--- config.mk ---
export PLATFORM = sky130hd
export DESIGN_NAME = uart_bank_regs
export DESIGN_NICKNAME = d
export VERILOG_FILES = /design/src/rtl/uart_bank_regs.sv
export SDC_FILE = /design/constraint.sdc
export NUM_CORES = 1
export LEC_CHECK = 0
export BUFFER_PORTS_ARGS = -buffer_cell sky130_fd_sc_hd__buf_2
export CORE_ASPECT_RATIO = 2
export CORE_MARGIN = 2
export CORE_UTILIZATION = 25
export DETAILED_ROUTE_END_ITERATION = 7
export PLACE_DENSITY = 0.39
export SYNTH_ARGS = -nofsm -noshare
export SYNTH_HDL_FRONTEND = slang
export SYNTH_SLANG_ARGS = --single-unit
--- constraint.sdc ---
create_clock -name clk -period 2 [get_ports clk]
set_input_delay 0.1 -clock clk [delete_from_list [all_inputs] [get_ports clk]]
set_output_delay 0.1 -clock clk [all_outputs]
set_load 0.01 [all_outputs]
--- src/rtl/uart_bank_regs.sv ---
module uart_bank_regs #(
  parameter logic [7:0] REV_BYTE = 8'h01,
  parameter logic [7:0] ID_BYTE  = 8'h04,
  parameter logic [7:0] ENH_KEY  = 8'hBF
) (
  input  logic        clk,
  input  logic        rst_n,
  input  logic        cs,
  input  logic        rd,
  input  logic        wr,
  input  logic [2:0]  addr,
  input  logic [7:0]  wdata,
  output logic [7:0]  rdata,
  output logic        nb_rd_stb,
  output logic        nb_wr_stb,
  output logic [15:0] divisor,
  output logic [7:0]  lcr_o,
  output logic [7:0]  ier_o,
  output logic [7:0]  fcr_o,
  output logic [7:0]  mcr_o,
  output logic [7:0]  efr_o,
  output logic [31:0] flow_chars
);
  localparam logic [1:0] BK_NORM = 2'd0;
  localparam logic [1:0] BK_DIV  = 2'd1;
  localparam logic [1:0] BK_ENH  = 2'd2;

  logic [7:0] dll, dlm, ier, fcr, lcr, mcr, spr, efr;
  logic [7:0] fc [4];
  logic       rd_q, wr_q;

  logic [1:0] bank;
  logic       rd_go, wr_go;
  logic       sel_div, sel_efr, sel_fc, sel_norm, id_mode;
  logic [7:0] rd_val;

  assign bank = (lcr == ENH_KEY) ? BK_ENH : (lcr[7] ? BK_DIV : BK_NORM);

  assign rd_go = cs & rd & ~rd_q;
  assign wr_go = cs & wr & ~wr_q;

  assign sel_div  = (bank != BK_NORM) && (addr[2:1] == 2'b00);
  assign sel_efr  = (bank == BK_ENH) && (addr == 3'd2);
  assign sel_fc   = (bank == BK_ENH) && addr[2];
  assign sel_norm = !sel_div && !sel_efr && !sel_fc;
  assign id_mode  = (bank == BK_ENH) && (dll == 8'h00) && (dlm == 8'h00);

  always_ff @(posedge clk or negedge rst_n) begin
    if (!rst_n) begin
      rd_q <= 1'b0;
      wr_q <= 1'b0;
      dll  <= '0;
      dlm  <= '0;
      ier  <= '0;
      fcr  <= '0;
      lcr  <= '0;
      mcr  <= '0;
      spr  <= '0;
      efr  <= '0;
      for (int i = 0; i < 4; i++) fc[i] <= '0;
    end else begin
      rd_q <= cs & rd;
      wr_q <= cs & wr;
      if (wr_go) begin
        if (sel_div) begin
          if (addr[0]) dlm <= wdata;
          else         dll <= wdata;
        end else if (sel_efr) begin
          efr <= wdata;
        end else if (sel_fc) begin
          fc[addr[1:0]] <= wdata;
        end else begin
          case (addr)
            3'd1: ier <= efr[4] ? wdata : {ier[7:4], wdata[3:0]};
            3'd2: fcr <= efr[4] ? wdata : {wdata[7:6], fcr[5:4], wdata[3:0]};
            3'd3: lcr <= wdata;
            3'd4: mcr <= efr[4] ? wdata : {mcr[7:5], wdata[4:0]};
            3'd7: spr <= wdata;
            default: ;
          endcase
        end
      end
    end
  end

  always_comb begin
    rd_val = 8'h00;
    if (sel_div) begin
      if (id_mode) rd_val = addr[0] ? ID_BYTE : REV_BYTE;
      else         rd_val = addr[0] ? dlm : dll;
    end else if (sel_efr) begin
      rd_val = efr;
    end else if (sel_fc) begin
      rd_val = fc[addr[1:0]];
    end else begin
      case (addr)
        3'd1:    rd_val = ier;
        3'd3:    rd_val = lcr;
        3'd4:    rd_val = mcr;
        3'd7:    rd_val = spr;
        default: rd_val = 8'h00;
      endcase
    end
  end

  assign rdata      = (cs & rd) ? rd_val : 8'h00;
  assign nb_rd_stb  = rd_go && (bank == BK_NORM);
  assign nb_wr_stb  = wr_go && (bank == BK_NORM);
  assign divisor    = {dlm, dll};
  assign lcr_o      = lcr;
  assign ier_o      = ier;
  assign fcr_o      = fcr;
  assign mcr_o      = mcr;
  assign efr_o      = efr;
  assign flow_chars = {fc[3], fc[2], fc[1], fc[0]};
endmodule


**Word level (Yosys, flattened, before mapping)**

Index checks and enable logic that the tools add are counted.

- Equality and inequality tests: 7
- Bitwise gates (word level): 11
- Reduce and logical (&&, ||, !) cells: 25
- Mux-type cells: 16
- $lt $le $gt $ge: 2

Operator list:

| operator | count |
|---|---|
| 8-bit two-way mux | 9 |
| 32-bit bitwise mux | 1 |
| 8-bit case mux with 4 select lines | 1 |
| 5-bit AND reduction | 5 |
| 6-bit AND reduction | 3 |
| 8-bit binary-select mux with 2-bit select | 1 |
| 8-bit demux with 2-bit select | 1 |
| 8-bit logical NOT | 2 |
| 3-bit AND reduction | 3 |
| 8-bit == test (second input constant) | 1 |
| 1-bit logical AND | 8 |
| 3-bit by 2-bit == test with 1-bit output (second input constant) | 2 |
| 3-bit == test (second input constant) | 2 |
| 1-bit inverter | 6 |
| 1-bit bitwise AND | 4 |
| 2-bit logical NOT | 2 |
| 4-bit AND reduction | 1 |
| 3-bit by 1-bit == test with 1-bit output (second input constant) | 1 |
| 3-bit greater-or-equal comparator (second input constant) | 1 |
| 3-bit by 1-bit less-than comparator with 1-bit output (second input constant) | 1 |
| 3-bit two-way mux | 1 |
| 2-bit inverter with 3-bit output | 1 |
| 2-bit == test (second input constant) | 1 |
| 2-bit two-way mux | 1 |
| 2 further kinds | 2 |

- Word-level logic and storage cells: 78
- Input bits: 16
- Output and inout bits: 98
- Register bits: 98

**Logic depth before layout (Yosys ltp)**

Gate-level depths: netlist (run 1).

- Word-level depth: 8
- Depth in mapped cells: 7
- Mapped depth without buffers: 4

**Worst setup path before layout (run 1)**

Ideal clock, no wire load.

- Kind: reg2reg
- Start: reg lcr[7] (netlist: lcr_o[7])
- End: reg fc, in the netlist flow_chars[31]
- Arrival: 1.669 ns
- Required time: 1.875 ns
- Stages on the path, launching flop included: 7
- Library setup time: 0.125 ns
- Buffers on the path: 2
- Period minus slack after synthesis: 1.794 ns
- Path slack: 0.206 ns
- Cell sequence: dfrtp_1 buf_6 and4_1 buf_2 nand2_4 nor3_4 mux2_2

- Cells in the longest elaborated chain, start to end: 6
- Elaborated cells between the ends (all ways): 11
- Classes of those cells: eq/ne: 2; mux: 2; bitwise: 2; reduce/logical: 5

Ends and longest elaborated chain:

| item | RTL line | text |
|---|---|---|
| start, declared | 28 | `logic [7:0] dll, dlm, ier, fcr, lcr, mcr, spr, efr;` |
| start signal, assigned | 76 | `3'd3: lcr <= wdata;` |
| 8-bit == test / 1-bit two-way mux (equally long branches) | 37 | `assign bank = (lcr == ENH_KEY) ? BK_ENH : (lcr[7] ? BK_DIV : BK_NORM);` |
| 2-bit two-way mux * | 37 |  |
| 2-bit == test / 2-bit nonzero test (equally long branches) | 43, 44, 42 |  |
| 1-bit logical AND (on tied branches) | 43, 42 |  |
| 1-bit inverter (no line) | - |  |
| 4-bit AND reduction (no line) * | - |  |
| end signal, assigned by index | 71 | `fc[addr[1:0]] <= wdata;` |
| end, declared | 29 | `logic [7:0] fc [4];` |

Mark *: on every way between the ends. The rest lies on a longest branch, timed or not.
A chain may end at the register's enable or synchronous reset.

**Final worst setup path (run 1)**

- Start: reg fc, in the netlist flow_chars[0]
- End: out rdata[0]

- Cells in the longest elaborated chain, start to end: 7

Ends and longest elaborated chain:

| item | RTL line | text |
|---|---|---|
| 8-bit binary-select mux with 2-bit select | 94 | `rd_val = fc[addr[1:0]];` |
| 8-bit two-way mux (not written as such) (2 in a row) | 94 |  |
| 8-bit two-way mux | 93 | `end else if (sel_fc) begin` |
| 8-bit two-way mux | 91 | `end else if (sel_efr) begin` |
| 8-bit two-way mux | 88 | `if (sel_div) begin` |
| 8-bit two-way mux | 106 | `assign rdata = (cs & rd) ? rd_val : 8'h00;` |
| end, declared | 13 | `output logic [7:0] rdata,` |

Every way passes these cells. The select of a mux whose other input is x is not followed.

==> results by group, run 1 <==
Yosys
  – Register area share after synthesis: 49.92%
  – Syn Nets: 379
  – Count of unique library cells instantiated by Yosys: 55
  – Synthesized area: 4912 sq um
  – Largest cells by area after synthesis: dfrtp_1, mux2_2, mux4_2
  – Synth area leader: dfrtp_1
  – Mapped Cells: 363
  – YS warnings: 0
  – Synth Flop Type: dfrtp_1
  – Post-synth EDFFs: 0
  – Post-synth ARST share: 100.0%
  – Syn Area/Cell: 13.53 sq um
  – Synthesized flop and latch total: 98
  – Area share of the leading cell type in the synthesized netlist: 49.92%

Critical path
  – CP Cell Sequence: mux4_1 > a221oi_2 > a221oi_2 > buf_2
  – Crit-path slowest cell: mux4_1
  – Crit path top cell by count: a221oi_2
  – Startpoint Class: flip-flop
  – R2R Setup Slk: 0.12 ns
  – Worst EP arrival: 1.93 ns
  – CP peak stage delay: 0.56 ns
  – Worst reg2reg path endpoint: fcr_o[7]$_DFFE_PN0P_
  – Critical Path End Type: primary output
  – WP buf/inv: 1
  – Path depth of the worst reg2reg path: 7
  – Crit Path Max Fanout: 3
  – Worst Path Required: 1.90 ns
  – Reg-to-Reg Start: lcr_o[7]$_DFFE_PN0P_
  – Critical path type: reg -> out
  – Critical path's top delay family: multiplexers

Run status
  – Status: finished, violations left
  – Failing checks: negative setup slack

Floorplanning
  – Core area: 19280 sq um
  – Die Y: 202.2 microns
  – IO Pins: 114
  – Placement row count: 72
  – Die ar.: 20850 sq um
  – Die X: 103.1 microns
  – Initial Utilization: 25.48%

Finish
  – Finished Cell Area: 6773 sq um
  – Most frequent cells in the layout: buf_2, dfrtp_1, mux2_2
  – Commonest non-fill, non-tap cell in the layout: buf_2
  – Layout area overhead: 37.88%
  – Fraction of layout cells with a size suffix above 1: 65.31%
  – Antenna Cells: 0
  – Layout net count: 550

Route
  – Via-to-Cell Ratio: 4.717
  – DR DRC count: 0
  – First-pass DRT Iterations: 5
  – Final wirelength: 17.86 mm
  – Wire per inst: 22.39 microns
  – Via count: 3764
  – DRT iter0 DRCs: 93
  – Final ANT Viol Nets: 0

STA
  – Max Clock Skew: 0.006476 ns
  – PnR worst setup slack: -0.03203 ns
  – RSZ-0062 raised after global routing: yes
  – Worst rel slew slack: 65.77%
  – WHS: 0.05691 ns
  – Period utilisation layout: 101.6%
  – Max Fclk: 492.1 MHz
  – Worst Tran Pin Value: 0.5111 ns
  – Setup TNS: -0.03203 ns
  – Slew Limit Fails: 0
  – Setup-failing EPs final: 1
  – Hold Fails Final Rpt: 0
  – Tmin final: 2.032 ns

Min path
  – Hold Crit Class: in -> reg
  – Hold path cells: 2
  – Min-Delay Startpoint: wr
  – WHS Endpoint: wr_q$_DFF_PN0_

Global route
  – Total Routing Usage GR: 17.76%
  – Vias in the first global route: 4197
  – Initial antenna violation count: 0
  – First-pass GRT wire length: 26.95 mm
  – Total gr overflow: 0
  – Largest net degree at the start of global routing: 53

Clock network
  – CTS tree: built
  – Max Buffers Root-to-Sink: 2
  – Total CTS buffers: 9
  – Clock Sinks: 98
  – H-tree Lvls: 3
  – Skew-Pair Late Insertion Delay: 0.35 ns
  – Clk Tree Root Cell: clkbuf_16
  – Clk pin slew, worst setup/hold paths: 0.07 ns

Placed design
  – Port bufs: 113
  – Post-DP Area: 6108 sq um
  – Routability congestion estimate: 0.9387
  – Worst-case setup slack after placement: 0.07960 ns
  – Dpl hpwl: 13.51 mm

Power and ir drop
  – Max rail drop VDD: 0.3556 mV
  – Pwr dens: 793.9 nW/um^2
  – Leakage: 3.327 nW

Job
  – Max Cap Violations: 0
-- registers in the layout, summed over array words and instances (netlist names) --
signal and flops:
wr_q 1, lcr_o 8, spr 8, fcr_o 8, dll 8, rd_q 1
efr_o 8, flow_chars 32, ier_o 8, dlm 8, mcr_o 8
-- stage by stage --
| stage | power [mW] | utilization (%) | std cells |
|---|---|---|---|
| floorplan | 2.897 | - | 363 |
| global placement | 3.462 | 31.68 | 759 |
| detailed placement | 3.473 | 31.68 | 759 |
| CTS | 5.405 | 34.42 | 788 |
| global route | 5.630 | 35.13 | 798 |
| finish | 5.377 | 35.13 | 798 |
-- synthesized netlist by cell type, types with 3 or more instances --
cell type / n
mux4_2: 7
a21oi_1: 11
inv_1: 3
mux2_2: 94
o21ai_0: 7
mux2i_1: 7
nand2_1: 12
a31oi_1: 8
nand4_1: 4
dfrtp_1: 98
buf_2: 8
nor3b_1: 4
nor2_1: 8
nand3b_1: 8
mux2_4: 8
nand3_1: 5
clkbuf_1: 9
o211ai_1: 7
nor4_1: 4
or3b_2: 3
nor2_2: 6
-- cell families after synthesis --
group | count (synthesis) | synth area share, %
buf+inv | 26 | 2.751
simple gates | 79 | 11.74
compound gates | 42 | 6.241
xor+xnor | 1 | 0.1783
flops | 98 | 49.92
mux | 117 | 29.16
-- power by group --
part	internal, mW	switching [mW]
Clock	0.974	0.810
Sequential	2.19	0.179
Combinational	0.630	0.598
-- how the worst max path moves through the flow --
stage / endpoint / from / depth (start not counted) / slack [ns]
2_1_floorplan: flow_chars[31]$_DFFE_PN0P_ / lcr_o[7]$_DFFE_PN0P_ / 6 / 0.21
3_5_place_dp: rdata[1] / lcr_o[6]$_DFFE_PN0P_ / 5 / 0.08
3_3_place_gp: rdata[1] / lcr_o[6]$_DFFE_PN0P_ / 5 / 0.1
4_1_cts: rdata[0] / lcr_o[6]$_DFFE_PN0P_ / 5 / -0.02
5_1_grt: rdata[0] / dlm[4]$_DFFE_PN0P_ / 5 / -0.10
6_report: rdata[0] / flow_chars[0]$_DFFE_PN0P_ / 4 / -0.03
-- layout make-up --
type                    count  area (sq um)
clock inverters             6         66.31
multi-input cells         239          2479
well taps                 259         324.1
fillers                  1984         12510
clock buffers              10         229.0
inverters                   3         11.26
repair buffers            183          1209
flip-flops and latches     98          2455
-- layer usage --
layer,wire length [microns],GRT usage [%],vias to the layer above
li1,-,-,1706
met1,6585,19.43,1916
met2,9982,32.28,111
met3,568,2.628,31
met4,727,8.600,0
met5,0,0,-
-- what timing repair did --
action,4_1_cts,5_1_grt
setup buffers,12,10
pin swaps,15,11
setup endpoints to repair,8,8
gates resized for setup,28,14
endpoints found under the hold margin,67,0
hold buffers,1,0
Note: power is estimated with default switching activity, not from simulation.
==> run 2, diff against run 1 <==
MAX_ROUTING_LAYER = met4   (was not set)
==> results by group, run 2 (synthesis results as in run 1) <==
STA
  – Hold Fails Final Rpt: 0
  – PnR worst setup slack: -0.03609 ns
  – Slew Limit Fails: 0
  – WHS: 0.05854 ns
  – Setup-failing EPs final: 2
  – RSZ-0062 raised after global routing: yes
  – Period utilisation layout: 101.8%
  – Max Fclk: 491.1 MHz
  – Max Clock Skew: 0.009376 ns
  – Tmin final: 2.036 ns
  – Worst rel slew slack: 62.70%
  – Worst Tran Pin Value: 0.5570 ns

Route
  – Final wirelength: 17.80 mm
  – Via count: 3770
  – Via-to-Cell Ratio: 4.748
  – DRT iter0 DRCs: 91
  – DR DRC count: 0
  – Final ANT Viol Nets: 0
  – Wire per inst: 22.42 microns
  – First-pass DRT Iterations: 4

Clock network
  – Max Buffers Root-to-Sink: 2
  – Clk pin slew, worst setup/hold paths: 0.07 ns
  – H-tree Lvls: 3
  – Clock Sinks: 98
  – Skew-Pair Late Insertion Delay: 0.35 ns
  – Clk Tree Root Cell: clkbuf_16
  – CTS tree: built
  – Total CTS buffers: 9

Power and ir drop
  – Pwr dens: 794.4 nW/um^2
  – Max rail drop VDD: 0.3478 mV
  – Leakage: 3.304 nW

Finish
  – Commonest non-fill, non-tap cell in the layout: buf_2
  – Layout area overhead: 37.16%
  – Fraction of layout cells with a size suffix above 1: 64.86%
  – Layout net count: 546
  – Max FFs per register: 32
  – Antenna Cells: 0
  – Finished Cell Area: 6738 sq um
  – Most frequent cells in the layout: buf_2, dfrtp_1, mux2_2

Floorplanning
  – Core area: 19280 sq um
  – Initial Utilization: 25.48%
  – IO Pins: 114
  – Die Y: 202.2 microns
  – Die X: 103.1 microns
  – Die ar.: 20850 sq um
  – Placement row count: 72

Global route
  – First-pass GRT wire length: 26.91 mm
  – Most Used Layer, Global Route: met2
  – Global Route met1 Usage: 19.59%
  – Met3 Usage GRT: 2.351%
  – Largest net degree at the start of global routing: 53
  – Initial antenna violation count: 0
  – Grt met2 use: 32.28%
  – Total gr overflow: 0
  – Vias in the first global route: 4189
  – Total Routing Usage GR: 18.26%

Placed design
  – Port bufs: 113
  – Worst-case setup slack after placement: 0.07960 ns
  – Routability congestion estimate: 0.9555
  – Dpl hpwl: 13.51 mm
  – Post-DP Area: 6108 sq um

Critical path
  – Crit Path Max Fanout: 3
  – CP startpoint: flow_chars[0]$_DFFE_PN0P_
  – Critical Path End Type: primary output
  – Startpoint Class: flip-flop
  – Worst Path Required: 1.90 ns
  – Reg-to-Reg Start: lcr_o[6]$_DFFE_PN0P_
  – Critical path type: reg -> out
  – Worst EP arrival: 1.94 ns

Run status
  – Status: finished, violations left
  – Failing checks: negative setup slack

Job
  – Max Cap Violations: 0

Min path
  – Min-Delay Startpoint: wr
  – Hold Crit Class: in -> reg
[run 2: power by group]
group | switching [mW] | total (mW) | internal, mW
clock network | 0.812 | 1.79 | 0.974
registers | 0.178 | 2.36 | 2.18
logic | 0.593 | 1.20 | 0.610
total | 1.58 | 5.35 | 3.77
[run 2: final cells by class]
type / instances / area, sq um
Fill cell: 1991 / 12540
Multi-Input combinational cell: 239 / 2481
Sequential cell: 98 / 2455
Timing Repair Buffer: 179 / 1171
Tap cell: 259 / 324.1
Clock buffer: 10 / 229.0
Clock inverter: 6 / 66.31
Inverter: 3 / 11.26
[run 2: through the flow]
stage / cells / util, % / setup TNS (ns) / total power [mW]
after floorplan: 363 / - / 0 / 2.897
after global placement: 759 / 31.68 / 0 / 3.462
after detailed placement: 759 / 31.68 / 0 / 3.473
after CTS: 788 / 34.42 / -0.05542 / 5.405
after global routing: 794 / 34.95 / -0.3529 / 5.608
final: 794 / 34.95 / -0.06494 / 5.352
[run 2: worst paths after layout]
path                                               to  slack [ns]  depth (start not counted)
max                                          rdata[0]       -0.04                          4
min                                    wr_q$_DFF_PN0_        0.06                          2
max reg2reg                flow_chars[24]$_DFFE_PN0P_        0.12                          6
min reg2reg                      fcr_o[5]$_DFFE_PN0P_        0.50                          1
max in group asynchronous        lcr_o[5]$_DFFE_PN0P_        1.10                          3
min in group asynchronous        mcr_o[5]$_DFFE_PN0P_        0.16                          2
[run 2: what timing repair did]
action,CTS,global route
buffers inserted,12,6
hold endpoints to repair,67,0
hold buffers,1,0
gates resized for setup,28,12
pin swaps,15,10
setup endpoints to repair,8,8
gates cloned,0,0
[run 2: layer usage]
metal | part of all wire (%) | vias to the layer above
li1 | - | 1692
met1 | 37 | 1925
met2 | 56 | 109
met3 | 3.1 | 44
met4 | 3.9 | 0
met5 | 0 | -
[run 2: critical path, cell delays in order (launching register included)]
cell	delay, ns
dfrtp_1	0.40
mux4_1	0.56
a221oi_2	0.34
a221oi_2	0.12
buf_2	0.16
